<file path="config.mk">
export PLATFORM = sky130hd
export DESIGN_NAME = nmea_field_extractor
export DESIGN_NICKNAME = d
export VERILOG_FILES = /design/src/rtl/nmea_pkg.sv /design/src/rtl/nmea_uart_rx.sv /design/src/rtl/nmea_framer.sv /design/src/rtl/nmea_field_extractor.sv
export SDC_FILE = /design/constraint.sdc
export NUM_CORES = 1
export LEC_CHECK = 0
export CORE_AREA = 2 2 100 102
export DETAILED_ROUTE_END_ITERATION = 10
export DIE_AREA = 0 0 102 104
export PLACE_DENSITY = 0.75
export SYNTH_ARGS = -nofsm -noshare
export SYNTH_HDL_FRONTEND = slang
export SYNTH_SLANG_ARGS = --single-unit
</file>
<file path="constraint.sdc">
create_clock -name clk -period 2.5 [get_ports clk]
set_input_delay 0.5 -clock clk [delete_from_list [all_inputs] [get_ports clk]]
set_output_delay 0.5 -clock clk [all_outputs]
set_load 0.01 [all_outputs]
</file>
<file path="src/rtl/nmea_pkg.sv">
package nmea_pkg;

    localparam logic [7:0] CH_DOLLAR = 8'h24;
    localparam logic [7:0] CH_COMMA  = 8'h2C;
    localparam logic [7:0] CH_STAR   = 8'h2A;
    localparam logic [7:0] CH_CR     = 8'h0D;
    localparam logic [7:0] CH_LF     = 8'h0A;

    typedef enum logic [2:0] {
        RX_IDLE  = 3'd0,
        RX_START = 3'd1,
        RX_DATA  = 3'd2,
        RX_STOP  = 3'd3,
        RX_BREAK = 3'd4
    } rx_state_e;

    typedef enum logic [1:0] {
        FR_HUNT  = 2'd0,
        FR_BODY  = 2'd1,
        FR_CKSUM = 2'd2,
        FR_WAITL = 2'd3
    } fr_state_e;

    // {is_hex, nibble}
    function automatic logic [4:0] hex_value(input logic [7:0] c);
        if (c >= 8'h30 && c <= 8'h39)
            return {1'b1, c[3:0]};
        else if ((c >= 8'h41 && c <= 8'h46) || (c >= 8'h61 && c <= 8'h66))
            return {1'b1, 4'(c[3:0] + 4'd9)};
        else
            return 5'd0;
    endfunction

endpackage

</file>
<file path="src/rtl/nmea_uart_rx.sv">
module nmea_uart_rx
    import nmea_pkg::*;
#(
    parameter int OVS_DIV = 651
) (
    input  logic       clk,
    input  logic       rst_n,
    input  logic       rx_i,
    output logic       byte_vld_o,
    output logic [7:0] byte_o,
    output logic       frame_err_o
);

    localparam int DIV_W = $clog2(OVS_DIV + 1);
    localparam logic [DIV_W-1:0] DIV_LAST = DIV_W'(OVS_DIV - 1);

    typedef struct packed {
        rx_state_e        st;
        logic [DIV_W-1:0] div;
        logic [3:0]       tick;
        logic [2:0]       nbit;
        logic [7:0]       sh;
        logic [1:0]       sync;
        logic [7:0]       dat;
        logic             vld;
        logic             ferr;
    } rx_reg_t;

    rx_reg_t q, n;
    logic    line;
    logic    tick_now;

    assign line     = q.sync[1];
    assign tick_now = (q.div == DIV_LAST);

    always_comb begin
        n      = q;
        n.sync = {q.sync[0], rx_i};
        n.vld  = 1'b0;
        n.ferr = 1'b0;
        if (q.st != RX_IDLE && q.st != RX_BREAK)
            n.div = tick_now ? '0 : q.div + 1'b1;
        unique case (q.st)
            RX_IDLE: begin
                n.div  = '0;
                n.tick = '0;
                if (!line) n.st = RX_START;
            end
            RX_START: if (tick_now) begin
                n.tick = q.tick + 1'b1;
                if (q.tick == 4'd7) begin
                    n.tick = '0;
                    n.nbit = '0;
                    n.st   = line ? RX_IDLE : RX_DATA;
                end
            end
            RX_DATA: if (tick_now) begin
                n.tick = q.tick + 1'b1;
                if (q.tick == 4'd15) begin
                    n.sh   = {line, q.sh[7:1]};
                    n.nbit = q.nbit + 1'b1;
                    if (q.nbit == 3'd7) n.st = RX_STOP;
                end
            end
            RX_STOP: if (tick_now) begin
                n.tick = q.tick + 1'b1;
                if (q.tick == 4'd15) begin
                    if (line) begin
                        n.vld = 1'b1;
                        n.dat = q.sh;
                        n.st  = RX_IDLE;
                    end else begin
                        n.ferr = 1'b1;
                        n.st   = RX_BREAK;
                    end
                end
            end
            RX_BREAK: if (line) n.st = RX_IDLE;
            default: n.st = RX_IDLE;
        endcase
    end

    always_ff @(posedge clk or negedge rst_n) begin
        if (!rst_n) begin
            q      <= '0;
            q.sync <= 2'b11;
        end else begin
            q <= n;
        end
    end

    assign byte_vld_o  = q.vld;
    assign byte_o      = q.dat;
    assign frame_err_o = q.ferr;

endmodule

</file>
<file path="src/rtl/nmea_framer.sv">
module nmea_framer
    import nmea_pkg::*;
#(
    parameter int MAX_LEN = 82
) (
    input  logic                            clk,
    input  logic                            rst_n,
    input  logic                            byte_vld_i,
    input  logic [7:0]                      byte_i,
    input  logic                            frame_err_i,
    output logic                            fld_valid_o,
    output logic [7:0]                      fld_char_o,
    output logic [$clog2(MAX_LEN+1)-1:0]    fld_idx_o,
    output logic                            fld_end_o,
    output logic                            sent_end_o,
    output logic                            cks_ok_o,
    output logic                            cks_bad_o,
    output logic                            err_abort_o,
    output logic                            err_ovf_o,
    output logic                            err_frame_o
);

    localparam int CNT_W = $clog2(MAX_LEN + 1);

    typedef struct packed {
        fr_state_e        st;
        logic [CNT_W-1:0] len;
        logic [CNT_W-1:0] idx;
        logic [7:0]       cx;
        logic [1:0]       hcnt;
        logic [7:0]       hval;
        logic             star;
        logic             malf;
        logic             fv;
        logic [7:0]       fch;
        logic [CNT_W-1:0] fidx;
        logic             fend;
        logic             send;
        logic             cok;
        logic             cbad;
        logic             abort;
        logic             ovf;
        logic             ferr;
    } fr_reg_t;

    fr_reg_t    q, n;
    logic [4:0] hv;
    logic       cks_match;

    assign hv        = hex_value(byte_i);
    assign cks_match = !q.malf && (q.hcnt == 2'd2) && (q.hval == q.cx);

    always_comb begin
        n       = q;
        n.fv    = 1'b0;
        n.fend  = 1'b0;
        n.send  = 1'b0;
        n.cok   = 1'b0;
        n.cbad  = 1'b0;
        n.abort = 1'b0;
        n.ovf   = 1'b0;
        n.ferr  = 1'b0;
        if (frame_err_i) begin
            n.ferr = 1'b1;
            n.st   = FR_HUNT;
        end else if (byte_vld_i) begin
            if (byte_i == CH_DOLLAR) begin
                n.abort = (q.st != FR_HUNT);
                n.st    = FR_BODY;
                n.len   = CNT_W'(1);
                n.idx   = '0;
                n.cx    = '0;
                n.hcnt  = '0;
                n.hval  = '0;
                n.star  = 1'b0;
                n.malf  = 1'b0;
            end else if (q.st == FR_HUNT) begin
                n.st = FR_HUNT;
            end else if (q.len == CNT_W'(MAX_LEN)) begin
                n.ovf = 1'b1;
                n.st  = FR_HUNT;
            end else begin
                n.len = q.len + 1'b1;
                unique case (q.st)
                    FR_BODY: begin
                        if (byte_i == CH_COMMA) begin
                            n.fend = 1'b1;
                            n.fidx = q.idx;
                            n.idx  = q.idx + 1'b1;
                            n.cx   = q.cx ^ byte_i;
                        end else if (byte_i == CH_STAR) begin
                            n.fend = 1'b1;
                            n.fidx = q.idx;
                            n.star = 1'b1;
                            n.st   = FR_CKSUM;
                        end else if (byte_i == CH_CR) begin
                            n.fend = 1'b1;
                            n.fidx = q.idx;
                            n.st   = FR_WAITL;
                        end else begin
                            n.fv   = 1'b1;
                            n.fch  = byte_i;
                            n.fidx = q.idx;
                            n.cx   = q.cx ^ byte_i;
                        end
                    end
                    FR_CKSUM: begin
                        if (byte_i == CH_CR) begin
                            n.st = FR_WAITL;
                        end else if (hv[4] && q.hcnt != 2'd2) begin
                            n.hval = {q.hval[3:0], hv[3:0]};
                            n.hcnt = q.hcnt + 1'b1;
                        end else begin
                            n.malf = 1'b1;
                        end
                    end
                    FR_WAITL: begin
                        n.st = FR_HUNT;
                        if (byte_i == CH_LF) begin
                            n.send = 1'b1;
                            n.cok  = q.star && cks_match;
                            n.cbad = q.star && !cks_match;
                        end else begin
                            n.abort = 1'b1;
                        end
                    end
                    default: n.st = FR_HUNT;
                endcase
            end
        end
    end

    always_ff @(posedge clk or negedge rst_n) begin
        if (!rst_n) q <= '0;
        else        q <= n;
    end

    assign fld_valid_o = q.fv;
    assign fld_char_o  = q.fch;
    assign fld_idx_o   = q.fidx;
    assign fld_end_o   = q.fend;
    assign sent_end_o  = q.send;
    assign cks_ok_o    = q.cok;
    assign cks_bad_o   = q.cbad;
    assign err_abort_o = q.abort;
    assign err_ovf_o   = q.ovf;
    assign err_frame_o = q.ferr;

    AST_HUNT_QUIET: assert property (@(posedge clk) disable iff (!rst_n)
        (q.st == FR_HUNT && $past(q.st) == FR_HUNT)
            |-> !(fld_valid_o || fld_end_o || sent_end_o));

    AST_CKS_WITH_END: assert property (@(posedge clk) disable iff (!rst_n)
        (cks_ok_o || cks_bad_o) |-> (sent_end_o && $past(q.st) == FR_WAITL));

    AST_CKS_ONE: assert property (@(posedge clk) disable iff (!rst_n)
        !(cks_ok_o && cks_bad_o));

    AST_LEN_BOUND: assert property (@(posedge clk) disable iff (!rst_n)
        (q.st != FR_HUNT) |-> (q.len <= CNT_W'(MAX_LEN)));

    AST_RESTART_IDX: assert property (@(posedge clk) disable iff (!rst_n)
        (err_abort_o && q.st == FR_BODY) |-> (q.idx == '0 && q.len == CNT_W'(1)));

endmodule

</file>
<file path="src/rtl/nmea_field_extractor.sv">
module nmea_field_extractor
    import nmea_pkg::*;
#(
    parameter int OVS_DIV = 651,
    parameter int MAX_LEN = 82
) (
    input  logic                          clk,
    input  logic                          rst_n,
    input  logic                          rx_i,
    output logic                          fld_valid_o,
    output logic [7:0]                    fld_char_o,
    output logic [$clog2(MAX_LEN+1)-1:0]  fld_idx_o,
    output logic                          fld_end_o,
    output logic                          sent_end_o,
    output logic                          cks_ok_o,
    output logic                          cks_bad_o,
    output logic                          err_abort_o,
    output logic                          err_ovf_o,
    output logic                          err_frame_o
);

    logic       byte_vld;
    logic [7:0] byte_dat;
    logic       frame_err;

    nmea_uart_rx #(.OVS_DIV(OVS_DIV)) i_rx (
        .clk         (clk),
        .rst_n       (rst_n),
        .rx_i        (rx_i),
        .byte_vld_o  (byte_vld),
        .byte_o      (byte_dat),
        .frame_err_o (frame_err)
    );

    nmea_framer #(.MAX_LEN(MAX_LEN)) i_framer (
        .clk         (clk),
        .rst_n       (rst_n),
        .byte_vld_i  (byte_vld),
        .byte_i      (byte_dat),
        .frame_err_i (frame_err),
        .fld_valid_o (fld_valid_o),
        .fld_char_o  (fld_char_o),
        .fld_idx_o   (fld_idx_o),
        .fld_end_o   (fld_end_o),
        .sent_end_o  (sent_end_o),
        .cks_ok_o    (cks_ok_o),
        .cks_bad_o   (cks_bad_o),
        .err_abort_o (err_abort_o),
        .err_ovf_o   (err_ovf_o),
        .err_frame_o (err_frame_o)
    );

    AST_CHAR_NOT_END: assert property (@(posedge clk) disable iff (!rst_n)
        !(fld_valid_o && fld_end_o));

    AST_BYTE_OR_FERR: assert property (@(posedge clk) disable iff (!rst_n)
        !(byte_vld && frame_err));

    AST_FERR_SILENT: assert property (@(posedge clk) disable iff (!rst_n)
        $past(frame_err) |-> !(fld_valid_o || fld_end_o || sent_end_o));

    AST_OUTCOME_ONE: assert property (@(posedge clk) disable iff (!rst_n)
        $onehot0({sent_end_o, err_ovf_o, err_frame_o}));

endmodule

</file>
# Word level (Yosys, flattened, before mapping)
# Index checks and enable logic that the tools add are counted.
# Widths: inputs -> output; s select.
dict set report op_classes {
  mux 70
  eq_ne 38
  n_addsub 7
  order_cmp 6
  n_reduce_logical 39
  bitwise 8
}
# cell count
set op_table {}
lappend op_table {{$mux 10} 6}
lappend op_table {{$mux 58} 1}
lappend op_table {{$mux 56} 1}
lappend op_table {{$mux 55} 1}
lappend op_table {{$mux 36} 1}
lappend op_table {{$mux 3} 11}
lappend op_table {{$mux 15} 2}
lappend op_table {{$reduce_and 7->1} 4}
lappend op_table {{$mux 9} 3}
lappend op_table {{$ne 2x1->1 const B} 13}
lappend op_table {{$eq 8x6->1 const B} 3}
lappend op_table {{$mux 8} 3}
lappend op_table {{$mux 22} 1}
lappend op_table {{$mux 7} 3}
lappend op_table {{$mux 2} 10}
lappend op_table {{$mux 20} 1}
lappend op_table {{$reduce_and 9->1} 2}
lappend op_table {{$reduce_bool 2->1} 9}
lappend op_table {{$mux 17} 1}
lappend op_table {{$eq 8x4->1 const B} 2}
lappend op_table {{$ge 8x7->1 const B} 2}
lappend op_table {{$le 8x7->1 const B} 2}
lappend op_table {{$mux 1} 16}
lappend op_table {{$pmux 4 s4} 1}
lappend op_table {{other kinds (42)} 69}
dict set report totals {
  output_inout_bits 23
  input_bits 3
  reg_bits 99
  word_cells 195
}

# Longest topological paths before layout
# Gate-level depths: netlist of the first run.
dict set report logic_depth {
  word_depth 14
  ltp_mapped 9
  mapped_depth_nobuf 7
}

# Cells and area by module
# A second synthesis of the first run with hierarchy kept.
dict set report hier_totals {
  hier_cells 497
  area_unflattened_um2 5306.3
}
# module cells_each seq_area_each_um2 area_per_inst_um2 instances
set modules_own_cells {}
lappend modules_own_cells {nmea_framer 323 1476.4 3363.2 1}
lappend modules_own_cells {nmea_uart_rx 174 1003.5 1943.1 1}

# Least setup slack after synthesis of the first run
# No wires, ideal clock.
dict set report synth_timing {
  kind {register -> register}
  start {reg i_framer.q[57] (netlist name)}
  end {reg i_framer.q[25] (netlist name)}
  stages_incl_launch_ff 9
  setup_time_ns 0.125
  required_time_ns 2.375
  path_buffers 1
  t_arrival_ns 2.288
  setup_slack_ns 0.088
  cell_sequence {dfrtp_1 > inv_1 > ha_1 > or3b_2 > a21oi_1 > and3_1 > a2bb2oi_1 > buf_6 > mux2_2}
}
dict set report synth_between {
  elab_chain_len 3
  elab_cells_between_ends 5
  cone_classes {eq/ne: 2; reduce/logical: 3}
}
# item line
set synth_lines {}
lappend synth_lines {{from (decl)} nmea_framer.sv:46} ;# fr_reg_t q, n;
lappend synth_lines {{from (signal assigned)} nmea_framer.sv:135} ;# else q <= n;
lappend synth_lines {{$logic_not 2->1 or $eq 2x2->1 (tied branches)} {nmea_framer.sv:77, nmea_framer.sv:84}}
lappend synth_lines {{$ne 2x1->1 (no source line) or $reduce_bool 2->1 (tied branches)} n/a}
lappend synth_lines {{$reduce_and 7->1 (no source line) *} n/a}
# Every way passes the cells marked *; elsewhere a longest branch is shown, timed or not.
# A chain may end at the register's enable or synchronous reset.

# Worst setup path in the final report of the first run
dict set report layout_timing {
  start {reg i_framer.q[57] (netlist name)}
  end {reg i_framer.q, in the netlist i_framer.fld_char_o[5]}
}
dict set report layout_between {
  elab_chain_len 3
  elab_cells_between_ends 4
  cone_classes {eq/ne: 1; bitwise: 1; reduce/logical: 2}
}
# item line
set layout_lines {}
lappend layout_lines {{$logic_not 2->1} nmea_framer.sv:77} ;# end else if (q.st == FR_HUNT) begin
lappend layout_lines {{$not 1->1 (no source line)} n/a}
lappend layout_lines {{$reduce_and 9->1 (no source line) *} n/a}
# Marked as above.

==> results.md, run 1 <==
* Post-synth top area cell: sky130_fd_sc_hd__dfrtp_1
* Remaining number of nets flagged by the antenna check after routing at 0
* Proportion of netlist area held by the largest area contributor at 48.0%
* Post-Route Setup TNS at 0 ps
* Clk slew on worst S/H paths at 90 ps
* Category of the most critical setup path: flip-flop to flip-flop
* Count of standard-cell rows at 36
* Total routed wirelength at 9.82 mm
* Syn nets at 502
* Gr ovfl total at 0
* Final instance count without filler cells at 649
* Initial Utilization at 52.9%
* Slew headroom at 62.3%
* Post-route DRC violation count at 0
* Critical path's largest stage delay at 520 ps
* Port Buffer Count at 25
* Boundary pin count at 26
* Hold Fails Final Rpt at 0
* Result of the run: completed
* Die extent in x at 102 µm
* Gr usage total at 20.2%
* Number of DRC markers in iteration 0 at 192
* Pin count of the biggest net entering global routing at 46
* Average footprint of a synthesized cell at 10.5 µm²
* Number of antenna diodes at 0
* Critical Path Fanout Max at 9
* Peak supply drop at 0.000344 V
* CP max-delay cell: sky130_fd_sc_hd__or3b_2
* Post-detailed-route via-to-cell ratio at 5.42
* Placed Cells incl. Taps at 630
* Via count at 3516
* # clock sinks at 99
* Share of synthesized area occupied by flip-flops and latches at 49.1%
* Max frequency at 0.418 GHz
* Worst clock skew on the final layout at 10.5 ps
* Die Y-Extent at 104 µm
* Minimum clock period at 2390 ps
* Commonest non-fill, non-tap cells in the layout: sky130_fd_sc_hd__dfrtp_1 (97), sky130_fd_sc_hd__nand2_1 (41), sky130_fd_sc_hd__nor2_1 (40)
* Maximum clock insertion buffer count at 2
* Weighted congestion at the end of routability-driven global placement at 0.846
* Synth top area cells: sky130_fd_sc_hd__dfrtp_1 (48%), sky130_fd_sc_hd__mux2_2 (7.4%), sky130_fd_sc_hd__ha_1 (4.7%), sky130_fd_sc_hd__nand2_1 (3.0%), sky130_fd_sc_hd__nor2_1 (3.0%)
* Post-DP HPWL at 7.02 mm
* CTS Hold Buffers Added at 0
* Startpoint type of the worst setup path: flip-flop
* Iteration count of the initial detailed-routing pass at 4
* Dominant register cell in the synthesized netlist: sky130_fd_sc_hd__dfrtp_1
* Worst path arrival time at 2660 ps
* Mapped cell area at 5050 µm²
* Distinct cells, synth at 61
* First-pass GRT wire length at 16.9 mm
* Clock insertion delay at the later pin of the skew report at 370 ps
* Area Growth Syn to Fin at 12.6%
* Slew Viols, Final at 0
* Critical path cell sequence: inv_1 -> ha_1 -> or3b_2 -> a211oi_1 -> and3_2 -> mux2_2
* Ratio of cells with drive above 1 in the final layout at 18.8%
* Root cell of the clock tree: sky130_fd_sc_hd__clkbuf_8
* Critical Path End Type: flip-flop
* Final setup violation count at 0
* Clock tree from TritonCTS: yes
* Die Footprint at 10600 µm²
* Leak at 0.00260 µW
* Number of buffers created by CTS at 9
* Yosys warning total at 0
* Fin crit share at 95.8%
* RSZ-0062 raised after global routing: no
* Max-cap violation count at 0
* Most common library cell in the layout ignoring fill and taps: sky130_fd_sc_hd__dfrtp_1
* Antenna violations before repair at 0
* DR WL/cell at 15.1 µm
* Hold crit path type: input pin to asynchronous set/reset pin
* Post-layout nets at 533
* EDFF count, synth at 0
* Post-synthesis async set-or-reset flop share at 100%
* Pwr Density at 470 nW/µm²
* #FFs+latches synth at 99
* CTS HTree Levels at 3
* Transition at the pin with the smallest max-transition slack at 566 ps
* Synthesized instance count at 480
* Vias in the first global route at 3472
* Core outline area at 9550 µm²
* Worst Path Required at 2760 ps
-- path summary, 6_finish.rpt --
path	from	endpoint	slack, ps	cells after the start
max reg2reg	i_framer.q[57]	i_framer.fld_char_o[5]	110	6
max	i_framer.q[57]	i_framer.fld_char_o[5]	110	6
max in group asynchronous	rst_n	i_framer.q[23]	1760	2
min	rst_n	i_framer.q[30]	120	1
min reg2reg	i_rx.n[11]	i_rx.line	360	0
min in group clk	i_rx.n[11]	i_rx.line	360	0
-- stage by stage --
stage                     worst slack [ps]  hold slack [ps]  total power [µW]  utilization (%)  cell area [µm²]
after floorplan                       87.5              204              1640                -             5050
after global placement                89.0              347              1680             56.9             5440
after detailed placement              23.6              351              1680             56.9             5440
after CTS                             16.3              125              2710             59.0             5640
after global routing                  30.2              158              2770             59.6             5690
final                                  106              119              2670             59.6             5690
-- what timing repair did --
item                       CTS  global route
setup endpoints to repair    0            24
gates resized for setup      0             4
setup buffers                0             3
-- area by class of cell --
class                      instances  area [µm²]
fill                             832        3860
sequential                        99        2480
multi-input combinational        325        2270
timing repair buffer              53         483
tap                              133         166
clock buffer                      10         128
inverter                          23        86.3
clock inverter                     6        72.6
-- state kept, by name (all words and copies together) (netlist names), 7 cells and up --
signal and count:
i_framer.q 36, i_framer.fld_char_o 8, i_rx.q 28, i_rx.byte_o 8, i_framer.fld_idx_o 7
-- kinds of logic (layout without fill, tap and decap cells) --
group	after synthesis	count (layout)	synth area share, %
adders and majority gates	19	19	4.71
buffers and inverters	56	92	6.24
AOI/OAI and AO/OA	81	81	10.1
and+or+nand+nor	159	159	16.7
muxes	39	39	8.54
DFF	99	99	49.1
xor gates and xnor gates	27	27	4.68
-- metal layers --
layer / up-vias / global-route usage (%) / part of all wire, %
met4: 0 / 7.52 / 1.7
met2: 61 / 30.4 / 48
met3: 13 / 5.04 / 3.5
met1: 1742 / 28.2 / 46
li1: 1700 / - / -
met5: - / 0 / 0
-- critical path: cells and delay by family (launching register included) --
family                   cells  cell delay, ps
AND/OR/NAND/NOR              2             920
flip-flops                   1             360
multiplexers                 1             360
AO/OA/AOI/OAI                1             350
adder cells (fa/ha/maj)      1             210
buffers and inverters        1              90
-- cell usage after synthesis (4+ instances only) --
library cell	number
sky130_fd_sc_hd__or3_1	5
sky130_fd_sc_hd__inv_1	23
sky130_fd_sc_hd__nand2_1	41
sky130_fd_sc_hd__nand4_1	4
sky130_fd_sc_hd__buf_4	19
sky130_fd_sc_hd__nand3_1	15
sky130_fd_sc_hd__a22o_1	4
sky130_fd_sc_hd__xnor2_1	10
sky130_fd_sc_hd__ha_1	19
sky130_fd_sc_hd__and3_1	4
sky130_fd_sc_hd__nor3_1	7
sky130_fd_sc_hd__clkbuf_1	8
sky130_fd_sc_hd__dfrtp_1	97
sky130_fd_sc_hd__nor2_1	40
sky130_fd_sc_hd__mux2i_1	6
sky130_fd_sc_hd__a21oi_1	17
sky130_fd_sc_hd__xor2_1	17
sky130_fd_sc_hd__or2_2	5
sky130_fd_sc_hd__o21ai_0	29
sky130_fd_sc_hd__and2_1	4
sky130_fd_sc_hd__mux2_2	33
-- power by group --
group	switching [µW]	internal [µW]	leakage (µW)	total, µW
Clock	555	473	0.0000975	1030
Sequential	1.55	1600	0.00136	1600
Combinational	31.5	7.39	0.00114	38.9
(Power assumes the default switching activity.)
==> inputs of run 2 (changes only) <==
Settings changed: CAP_MARGIN set to 20, CORE_AREA 2 2 100 102 to 2 2 119 86, DIE_AREA 0 0 102 104 to 0 0 121 88, MAX_ROUTING_LAYER set to met4.
==> results.md, run 2 (synthesized netlist as in run 1, its figures left out) <==
* Largest registers: i_framer.q (36), i_rx.q (28)
* Post-route DRC violation count at 0
* Critical Path Fanout Max at 7
* Startpoint type of the worst setup path: flip-flop
* Vias in the first global route at 3457
* Internal at 2440 µW
* Transition at the pin with the smallest max-transition slack at 546 ps
* Remaining number of nets flagged by the antenna check after routing at 0
* Slew Viols, Final at 0
* Worst Path Required at 2770 ps
* Hold crit path type: input pin to asynchronous set/reset pin
* Max-cap violation count at 0
* Placed Cells incl. Taps at 624
* Commonest non-fill, non-tap cells in the layout: sky130_fd_sc_hd__dfrtp_1 (97), sky130_fd_sc_hd__nand2_1 (41), sky130_fd_sc_hd__nor2_1 (40)
* Clock tree from TritonCTS: yes
* Pin count of the biggest net entering global routing at 100
* Area Growth Syn to Fin at 14.6%
* Die Y-Extent at 88 µm
* Fin crit share at 93.6%
* Gr ovfl total at 0
* Number of buffers created by CTS at 9
* RSZ-0062 raised after global routing: no
* CTS HTree Levels at 3
* Worst clock skew on the final layout at 9.43 ps
* Critical Path End Type: flip-flop
* Final instance count without filler cells at 643
* Portion of total power attributed to sequential cells at 52.2%
* Clock insertion delay at the later pin of the skew report at 350 ps
* Clk slew on worst S/H paths at 70 ps
* Slew headroom at 63.5%
* Maximum clock insertion buffer count at 2
* Count of standard-cell rows at 30
* Final setup violation count at 0
* Max frequency at 0.428 GHz
* Switching Fraction at 20.5%
* Post-DP HPWL at 6.89 mm
* Ratio of cells with drive above 1 in the final layout at 18.8%
* Post-detailed-route via-to-cell ratio at 5.50
* Post-Route Setup TNS at 0 ps
* Initial Utilization at 53.2%
* Die extent in x at 121 µm
* Root cell of the clock tree: sky130_fd_sc_hd__clkbuf_16
* R2R setup slack at 160 ps
* Power dissipated by switching net loads at 630 µW
* First-pass GRT wire length at 17.1 mm
* Iteration count of the initial detailed-routing pass at 4
* Number of antenna diodes at 0
* Number of DRC markers in iteration 0 at 286
* Antenna violations before repair at 0
* Hold Fails Final Rpt at 0
* Die Footprint at 10600 µm²
* Leak at 0.00264 µW
* Via count at 3538
* Gr usage total at 21.3%
* Register ranked first by flip-flop count: i_framer.q
* Weighted congestion at the end of routability-driven global placement at 0.937
* DR WL/cell at 15.5 µm
* Port Buffer Count at 25
* Category of the most critical setup path: flip-flop to flip-flop
* Clock share of power at 46.5%
* Pwr Density at 531 nW/µm²
* Worst path arrival time at 2600 ps
* Post-layout nets at 532
* # clock sinks at 99
* Max FFs per register at 36
* Most common library cell in the layout ignoring fill and taps: sky130_fd_sc_hd__dfrtp_1
* Core outline area at 9500 µm²
* Minimum clock period at 2340 ps
* Total routed wirelength at 9.94 mm
* Number of fill cells at 770
* Result of the run: completed
* Peak supply drop at 0.000402 V
* Boundary pin count at 26
* Combinational share of power at 1.2%
## run 2: worst paths after layout
path                                  endpoint      startpoint  depth (start not counted)
worst min-delay path                i_rx.q[29]           rst_n                          2
worst max-delay path            i_framer.q[47]  i_rx.byte_o[0]                          7
min in group clk                     i_rx.line      i_rx.n[11]                          0
worst min register to register       i_rx.line      i_rx.n[11]                          0
worst max register to register  i_framer.q[47]  i_rx.byte_o[0]                          7
max in group asynchronous       i_framer.q[51]           rst_n                          2
## run 2: power by group through the flow
stage                     logic (µW)  registers [µW]  clock network [µW]
after floorplan                 1.80            1640                   0
after global placement          39.7            1640                   0
after detailed placement        41.2            1640                   0
after CTS                       41.2            1610                1470
after global routing            46.0            1600                1530
final                           38.0            1610                1430
## run 2: through the flow
step                      total power, µW  utilization, %  hold WS, ps  area, µm²  setup WS (ps)
after CTS                            3120            60.4          230       5740           6.07
after global placement               1680            57.1          346       5420            114
after detailed placement             1680            57.1          350       5420           23.9
after global routing                 3180            61.0          244       5790           35.0
after floorplan                      1640               -          204       5050           87.5
final                                3070            61.0          198       5790            161
## run 2: layer usage
layer	track usage [%]	routed length, µm	vias to the layer above
met4	6.45	105	0
met1	30.5	5180	1753
li1	-	-	1713
met5	-	0	-
met3	5.53	346	10
met2	29.5	4310	62
## run 2: timing repair
item / CTS / global route
buffers inserted: 0 / 3
endpoints found under the setup margin: 0 / 29
hold buffers: 0 / 0
gates resized for setup: 0 / 5
## run 2: area by class of cell
class,instances,area (µm²),share of cell area (%)
clock buffers,11,253,4.36
clock inverters,5,60.1,1.04
inverters,23,86.3,1.49
multi-input cells,325,2280,39.3
flip-flops and latches,99,2480,42.8
well taps,128,160,2.77
repair buffers,52,475,8.21
## run 2: critical path: stages (launching register included)
cell                       delay [ps]
sky130_fd_sc_hd__dfrtp_1          370
sky130_fd_sc_hd__inv_1            140
sky130_fd_sc_hd__ha_1             170
sky130_fd_sc_hd__nand4b_1         190
sky130_fd_sc_hd__or3_1            470
sky130_fd_sc_hd__or2_1            310
sky130_fd_sc_hd__or4_1            510
sky130_fd_sc_hd__o21ai_0           80
